`src/rtl/fseq_pkg.sv`:
```
package fseq_pkg;

    typedef enum logic [2:0] {
        OP_PAGE_PROG  = 3'd0,
        OP_ERASE_4K   = 3'd1,
        OP_ERASE_32K  = 3'd2,
        OP_ERASE_64K  = 3'd3,
        OP_ERASE_ALL  = 3'd4
    } op_e;

    typedef enum logic [1:0] {
        PH_UNLOCK,
        PH_MAIN,
        PH_POLL
    } phase_e;

    typedef enum logic [1:0] {
        ST_IDLE,
        ST_LOAD,
        ST_SHIFT,
        ST_GAP
    } state_e;

    typedef struct packed {
        op_e         op;
        logic [23:0] addr;
        logic [7:0]  len_m1;
    } req_t;

    localparam logic [7:0] CMD_WREN   = 8'h06;
    localparam logic [7:0] CMD_STATUS = 8'h05;

    function automatic logic [7:0] op_code(op_e op);
        case (op)
            OP_PAGE_PROG: return 8'h02;
            OP_ERASE_4K:  return 8'h20;
            OP_ERASE_32K: return 8'h52;
            OP_ERASE_64K: return 8'hD8;
            default:      return 8'hC7;
        endcase
    endfunction

    function automatic logic [23:0] align_addr(op_e op, logic [23:0] a);
        case (op)
            OP_ERASE_4K:  return {a[23:12], 12'h000};
            OP_ERASE_32K: return {a[23:15], 15'h0000};
            OP_ERASE_64K: return {a[23:16], 16'h0000};
            default:      return a;
        endcase
    endfunction

    function automatic logic req_ok(logic [2:0] op, logic [7:0] lo, logic [7:0] len_m1);
        if (op > 3'd4) return 1'b0;
        if (op == 3'd0) return ({1'b0, lo} + {1'b0, len_m1}) <= 9'd255;
        return 1'b1;
    endfunction

    // index of the final byte in a frame
    function automatic logic [8:0] frame_last(phase_e ph, op_e op, logic [7:0] len_m1);
        case (ph)
            PH_UNLOCK: return 9'd0;
            PH_POLL:   return 9'd1;
            default: begin
                if (op == OP_ERASE_ALL) return 9'd0;
                if (op == OP_PAGE_PROG) return 9'd4 + {1'b0, len_m1};
                return 9'd3;
            end
        endcase
    endfunction

endpackage

```
`src/rtl/fseq_spi_byte.sv`:
```
module fseq_spi_byte #(
    parameter int CLK_DIV = 2
) (
    input  logic       clk,
    input  logic       rst,
    input  logic       start,
    input  logic [7:0] tx,
    input  logic       miso,
    output logic       sck,
    output logic       mosi,
    output logic       done,
    output logic [7:0] rx
);
    localparam int DW = (CLK_DIV > 1) ? $clog2(CLK_DIV) : 1;
    localparam logic [DW-1:0] DIV_END = DW'(CLK_DIV - 1);

    logic [DW-1:0] divc;
    logic [2:0]    bitc;
    logic [7:0]    sh;
    logic          run;

    assign mosi = sh[7];

    always_ff @(posedge clk) begin
        if (rst) begin
            divc <= '0;
            bitc <= '0;
            sh   <= '0;
            run  <= 1'b0;
            sck  <= 1'b0;
            done <= 1'b0;
            rx   <= '0;
        end else begin
            done <= 1'b0;
            if (start) begin
                run  <= 1'b1;
                sh   <= tx;
                divc <= '0;
                bitc <= '0;
                sck  <= 1'b0;
            end else if (run) begin
                if (divc == DIV_END) begin
                    divc <= '0;
                    if (!sck) begin
                        sck <= 1'b1;
                        rx  <= {rx[6:0], miso};
                    end else begin
                        sck <= 1'b0;
                        if (bitc == 3'd7) begin
                            run  <= 1'b0;
                            done <= 1'b1;
                        end else begin
                            bitc <= bitc + 3'd1;
                            sh   <= {sh[6:0], 1'b0};
                        end
                    end
                end else begin
                    divc <= divc + 1'b1;
                end
            end
        end
    end
endmodule

```
`src/rtl/fseq_poll_limit.sv`:
```
module fseq_poll_limit #(
    parameter int MAX_POLLS = 65536
) (
    input  logic clk,
    input  logic rst,
    input  logic clr,
    input  logic inc,
    output logic at_limit
);
    localparam int CW = $clog2(MAX_POLLS + 1);
    localparam logic [CW-1:0] LAST = CW'(MAX_POLLS - 1);

    logic [CW-1:0] cnt;

    always_ff @(posedge clk) begin
        if (rst || clr) cnt <= '0;
        else if (inc)   cnt <= cnt + 1'b1;
    end

    assign at_limit = (cnt == LAST);
endmodule

```
`src/rtl/flash_prog_seq.sv`:
```
module flash_prog_seq
    import fseq_pkg::*;
#(
    parameter int CLK_DIV   = 2,
    parameter int CS_GAP    = 4,
    parameter int MAX_POLLS = 65536
) (
    input  logic        clk,
    input  logic        rst,
    input  logic        req_valid,
    input  logic [2:0]  req_op,
    input  logic [23:0] req_addr,
    input  logic [7:0]  req_len_m1,
    input  logic [7:0]  data_byte,
    output logic        data_take,
    output logic        busy,
    output logic        done,
    output logic        err_range,
    output logic        err_timeout,
    output logic        spi_cs_n,
    output logic        spi_sck,
    output logic        spi_mosi,
    input  logic        spi_miso
);
    localparam int GW = (CS_GAP > 1) ? $clog2(CS_GAP) : 1;
    localparam logic [GW-1:0] GAP_END = GW'(CS_GAP - 1);

    state_e      state;
    phase_e      phase;
    req_t        rq;
    logic [8:0]  idx;
    logic [GW-1:0] gap_cnt;
    logic [7:0]  last_rx;
    logic [7:0]  cur_byte;
    logic [23:0] tx_addr;
    logic        sh_done;
    logic [7:0]  sh_rx;
    logic        gap_end;
    logic        at_limit;
    logic        poll_inc;

    assign busy     = (state != ST_IDLE);
    assign spi_cs_n = !(state == ST_LOAD || state == ST_SHIFT);
    assign gap_end  = (state == ST_GAP) && (gap_cnt == GAP_END);
    assign poll_inc = gap_end && (phase == PH_POLL) && last_rx[0];
    assign tx_addr  = align_addr(rq.op, rq.addr);

    assign data_take = (state == ST_LOAD) && (phase == PH_MAIN) &&
                       (rq.op == OP_PAGE_PROG) && (idx >= 9'd4);

    always_comb begin
        cur_byte = 8'h00;
        case (phase)
            PH_UNLOCK: cur_byte = CMD_WREN;
            PH_POLL:   cur_byte = (idx == 9'd0) ? CMD_STATUS : 8'h00;
            default: begin
                case (idx)
                    9'd0:    cur_byte = op_code(rq.op);
                    9'd1:    cur_byte = tx_addr[23:16];
                    9'd2:    cur_byte = tx_addr[15:8];
                    9'd3:    cur_byte = tx_addr[7:0];
                    default: cur_byte = data_byte;
                endcase
            end
        endcase
    end

    fseq_spi_byte #(.CLK_DIV(CLK_DIV)) u_shift (
        .clk   (clk),
        .rst   (rst),
        .start (state == ST_LOAD),
        .tx    (cur_byte),
        .miso  (spi_miso),
        .sck   (spi_sck),
        .mosi  (spi_mosi),
        .done  (sh_done),
        .rx    (sh_rx)
    );

    fseq_poll_limit #(.MAX_POLLS(MAX_POLLS)) u_polls (
        .clk      (clk),
        .rst      (rst),
        .clr      (state == ST_IDLE),
        .inc      (poll_inc),
        .at_limit (at_limit)
    );

    always_ff @(posedge clk) begin
        if (rst) begin
            state       <= ST_IDLE;
            phase       <= PH_UNLOCK;
            rq          <= '0;
            idx         <= '0;
            gap_cnt     <= '0;
            last_rx     <= '0;
            done        <= 1'b0;
            err_range   <= 1'b0;
            err_timeout <= 1'b0;
        end else begin
            done        <= 1'b0;
            err_range   <= 1'b0;
            err_timeout <= 1'b0;
            case (state)
                ST_IDLE: begin
                    if (req_valid) begin
                        if (!req_ok(req_op, req_addr[7:0], req_len_m1)) begin
                            done      <= 1'b1;
                            err_range <= 1'b1;
                        end else begin
                            rq.op     <= op_e'(req_op);
                            rq.addr   <= req_addr;
                            rq.len_m1 <= req_len_m1;
                            phase     <= PH_UNLOCK;
                            idx       <= '0;
                            state     <= ST_LOAD;
                        end
                    end
                end
                ST_LOAD: state <= ST_SHIFT;
                ST_SHIFT: begin
                    if (sh_done) begin
                        if (idx == frame_last(phase, rq.op, rq.len_m1)) begin
                            state   <= ST_GAP;
                            gap_cnt <= '0;
                            last_rx <= sh_rx;
                        end else begin
                            idx   <= idx + 9'd1;
                            state <= ST_LOAD;
                        end
                    end
                end
                default: begin
                    if (gap_end) begin
                        idx <= '0;
                        case (phase)
                            PH_UNLOCK: begin
                                phase <= PH_MAIN;
                                state <= ST_LOAD;
                            end
                            PH_MAIN: begin
                                phase <= PH_POLL;
                                state <= ST_LOAD;
                            end
                            default: begin
                                if (!last_rx[0]) begin
                                    done  <= 1'b1;
                                    state <= ST_IDLE;
                                end else if (at_limit) begin
                                    done        <= 1'b1;
                                    err_timeout <= 1'b1;
                                    state       <= ST_IDLE;
                                end else begin
                                    state <= ST_LOAD;
                                end
                            end
                        endcase
                    end else begin
                        gap_cnt <= gap_cnt + 1'b1;
                    end
                end
            endcase
        end
    end
endmodule

```
`config.mk`:
```
export PLATFORM = sky130hd
export DESIGN_NAME = flash_prog_seq
export DESIGN_NICKNAME = d
export VERILOG_FILES = /design/src/rtl/fseq_pkg.sv /design/src/rtl/fseq_spi_byte.sv /design/src/rtl/fseq_poll_limit.sv /design/src/rtl/flash_prog_seq.sv
export SDC_FILE = /design/constraint.sdc
export NUM_CORES = 1
export LEC_CHECK = 0
export ABC_AREA = 1
export BUFFER_PORTS_ARGS = -buffer_cell sky130_fd_sc_hd__buf_4
export CAP_MARGIN = 10
export CORE_UTILIZATION = 56
export CTS_BUF_LIST = sky130_fd_sc_hd__clkbuf_8
export CTS_CLUSTER_DIAMETER = 40
export DETAILED_ROUTE_END_ITERATION = 12
export MAX_ROUTING_LAYER = met4
export PLACE_DENSITY = 0.86
export SETUP_SLACK_MARGIN = 0.1
export SYNTH_ARGS = -nofsm -noshare
export SYNTH_HDL_FRONTEND = slang
export SYNTH_HIERARCHICAL = 1
export SYNTH_SLANG_ARGS = --single-unit
```
`constraint.sdc`:
```
create_clock -name clk -period 3.84 [get_ports clk]
set_clock_uncertainty 0.2 [all_clocks]
set_input_delay 0.768 -clock clk [delete_from_list [all_inputs] [get_ports clk]]
set_output_delay 0.768 -clock clk [all_outputs]
set_load 0.01 [all_outputs]
```
==> impl_metrics.prom <==
# TYPE chip_impl_metric gauge
chip_impl_metric{name="overflow_left_after_global_routing",unit=""} 0
chip_impl_info{name="clk_root_buffer_cell",value="clkbuf_8"} 1
chip_impl_metric{name="average_detailed_routed_wire_length_per_instance",unit="um"} 13.5
chip_impl_metric{name="slew_headroom",unit="%"} 38.4
chip_impl_metric{name="max_cap_viol_count",unit=""} 0
chip_impl_metric{name="place.detailed.hpwl",unit="um"} 9190
chip_impl_metric{name="drt.antenna.violating_nets",unit=""} 0
chip_impl_metric{name="syn-instance-count",unit=""} 745
chip_impl_metric{name="clk-insertion-delay-late",unit="ns"} 0.36
chip_impl_info{name="worst_hold_startpoint",value="rq[24]"} 1
chip_impl_info{name="grt_setup_unrepaired",value="no"} 1
chip_impl_metric{name="postCtsSetupBuffers",unit=""} 0
chip_impl_metric{name="totalNegativeSetupSlack",unit="ns"} 0
chip_impl_metric{name="critical_path.max_fanout",unit=""} 15
chip_impl_metric{name="layout_cells_sized_above_1",unit="%"} 12.8
chip_impl_metric{name="worst-endpoint-arrival",unit="ns"} 2.12
chip_impl_metric{name="detail_route.vias_per_cell",unit=""} 5.52
chip_impl_metric{name="ctsHtreeMaxLevel",unit=""} 3
chip_impl_metric{name="place.port_buffers",unit=""} 54
chip_impl_metric{name="syn-num-nets",unit=""} 814
chip_impl_metric{name="initial_antenna_violation_count",unit=""} 0
chip_impl_info{name="worstReg2RegStart",value="idx[4]"} 1
chip_impl_metric{name="post-route-drc-count",unit=""} 0
chip_impl_metric{name="maximum_single_stage_delay_on_the_critical_path",unit="ns"} 0.56
chip_impl_info{name="critPathKind",value="register to output pin"} 1
chip_impl_metric{name="cts_hold_repair.buffers",unit=""} 0
chip_impl_metric{name="cts.path.max_buffers",unit=""} 2
chip_impl_metric{name="cts_made_buffers",unit=""} 9
chip_impl_metric{name="die-area",unit="mm^2"} 0.00927
chip_impl_metric{name="synth_area",unit="mm^2"} 0.00498
chip_impl_metric{name="top_level_ports",unit=""} 55
chip_impl_metric{name="clkTransAtPathRegs",unit="ns"} 0.09
chip_impl_metric{name="drt_pre_antenna_iters",unit=""} 4
chip_impl_metric{name="start_util",unit="%"} 57.3
chip_impl_metric{name="globalplace.congestion",unit=""} 0.986
chip_impl_metric{name="filler_cell_count",unit=""} 775
chip_impl_info{name="crit_path_frequent_cell",value="inv_1"} 1
chip_impl_metric{name="wl",unit="um"} 12200
chip_impl_metric{name="grt_pass1_wl",unit="um"} 19900
chip_impl_metric{name="nNetsFinal",unit=""} 855
chip_impl_metric{name="worstPathRequired",unit="ns"} 2.87
chip_impl_info{name="hold_end",value="rq[24]"} 1
chip_impl_metric{name="route.vias.total",unit=""} 4964
chip_impl_metric{name="setup_viol",unit=""} 0
chip_impl_metric{name="layout_worst_path_cycle_share",unit="%"} 80.5
chip_impl_metric{name="drtIter0Drc",unit=""} 286
chip_impl_metric{name="die_height",unit="um"} 96.3
chip_impl_metric{name="ys.warnings.count",unit=""} 6
chip_impl_metric{name="numClockSinks",unit=""} 87
chip_impl_metric{name="worst-r2r-setup-slack",unit="ns"} 1.21
chip_impl_metric{name="achievable-frequency",unit="MHz"} 324
chip_impl_info{name="cp_cell_sequence",value="inv_1 -> ha_1 -> inv_1 -> nor4_1 -> buf_4"} 1
chip_impl_info{name="worst_setup_path_end_kind",value="output pin"} 1
chip_impl_info{name="timing.critical_path.slowest_stage_cell",value="ha_1"} 1
chip_impl_metric{name="core-area",unit="mm^2"} 0.00868
chip_impl_metric{name="min_period",unit="ns"} 3.09
chip_impl_info{name="worstSetupStartpointType",value="register"} 1
chip_impl_metric{name="post_cts_sizing",unit=""} 0
chip_impl_metric{name="static-leakage-power",unit="nW"} 2.43
chip_impl_metric{name="via_count_of_the_first_global_routing_pass",unit=""} 4387
chip_impl_metric{name="diodes",unit=""} 0
chip_impl_metric{name="gr_util_all_layers",unit="%"} 28.6
chip_impl_info{name="tritoncts",value="yes"} 1
chip_impl_metric{name="largest_net_degree_at_the_start_of_global_routing",unit=""} 45
chip_impl_metric{name="power_density",unit="mW/mm^2"} 590
chip_impl_metric{name="holdWs",unit="ns"} 0.260
chip_impl_metric{name="timing.reg2reg.worst_path_depth",unit=""} 14
chip_impl_metric{name="std_cell_rows",unit=""} 34
chip_impl_metric{name="min_delay_path_depth",unit=""} 2
chip_impl_info{name="regToRegEndpoint",value="u_shift/sh[4]"} 1
chip_impl_metric{name="hold_viol",unit=""} 0
chip_impl_metric{name="syn-mean-instance-area",unit="um^2"} 6.68
chip_impl_metric{name="worst_slew_pin_slew",unit="ns"} 0.924
chip_impl_metric{name="slew_violations",unit=""} 0
chip_impl_metric{name="syn2layout_area_growth",unit="%"} 12.6
chip_impl_metric{name="peakVddDrop",unit="V"} 0.000269
chip_impl_metric{name="die_width",unit="um"} 96.3
chip_impl_info{name="outcome",value="complete, no violations"} 1
chip_impl_info{name="hold_class",value="register to register"} 1
==> through the flow <==
stage	total power, mW	instance area [um^2]	worst slack [ns]	utilization (%)	cells
after floorplan	2.31	4980	1.18	-	745
after global placement	2.60	5410	0.629	62.3	883
after detailed placement	2.64	5410	0.449	62.3	883
after CTS	3.29	5610	0.722	64.6	899
after global routing	3.56	5610	0.569	64.6	899
final	3.31	5610	0.749	64.6	899
==> cell usage in the layout, fill, tap and decap left out, drive strengths merged <==
| cell type | instances |
|---|---|
| or2 | 3 |
| clkinv | 5 |
| bufinv | 1 |
| nand3b | 4 |
| o21a | 1 |
| nor3b | 1 |
| nand4 | 10 |
| nand3 | 61 |
| ha | 21 |
| o21ai | 52 |
| fa | 1 |
| nand2 | 192 |
| a221oi | 1 |
| clkbuf | 9 |
| nor2 | 90 |
| a41oi | 1 |
| a22oi | 1 |
| nor4 | 2 |
| inv | 87 |
| o211ai | 1 |
| o221ai | 1 |
| buf | 55 |
| dfxtp | 87 |
| o22ai | 2 |
| a211oi | 4 |
| a21oi | 85 |
| nor3 | 9 |
| clkinvlp | 1 |
| a31oi | 1 |
| xor2 | 2 |
==> area by class of cell <==
| class | count | area [um^2] | area share (%) |
|---|---|---|---|
| clock buffers | 9 | 124 | 2.21 |
| clock inverters | 7 | 72.6 | 1.29 |
| inverters | 87 | 327 | 5.83 |
| well taps | 108 | 135 | 2.41 |
| repair buffers | 55 | 425 | 7.59 |
| flip-flops and latches | 87 | 1740 | 31.1 |
| multi-input cells | 546 | 2780 | 49.6 |
==> worst max-delay path, delay by kind of cell, from the launching register on <==
kind	cells	cell delay, ns
flip-flops	1	0.35
adder cells (fa/ha/maj)	1	0.56
buffers and inverters	3	0.48
AND/OR/NAND/NOR	1	0.39
==> report_power, final <==
group	total, mW	leakage (nW)	switching [mW]	internal, mW
combinational	1.47	1.62	0.986	0.484
sequential	1.18	0.709	0.142	1.03
clock	0.660	0.101	0.356	0.303
==> sequential cells by signal, indices dropped and copies added (netlist names), 2 cells and up <==
signal        flops
gap_cnt           2
idx               9
phase             2
rq               35
state             2
u_polls/cnt      17
u_shift/bitc      3
u_shift/sh        8
==> routing by layer <==
| metal | vias up | GRT usage (%) | part of all wire (%) |
|---|---|---|---|
| met3 | 21 | 4.82 | 4.6 |
| li1 | 2503 | - | - |
| met2 | 154 | 48.2 | 50 |
| met4 | 0 | 10.9 | 2.0 |
| met1 | 2286 | 33.9 | 43 |
| met5 | - | - | 0 |
==> how the worst max path moves through the flow <==
stage / start / to / slack, ns
2_1_floorplan: req_addr[0] / rq[15] / 1.18
3_3_place_gp: req_addr[0] / rq[0] / 0.63
5_1_grt: state[1] / data_take / 0.57
6_report: state[1] / data_take / 0.75
3_5_place_dp: req_addr[0] / rq[18] / 0.45
4_1_cts: state[1] / data_take / 0.72
(Power assumes the default switching activity.)
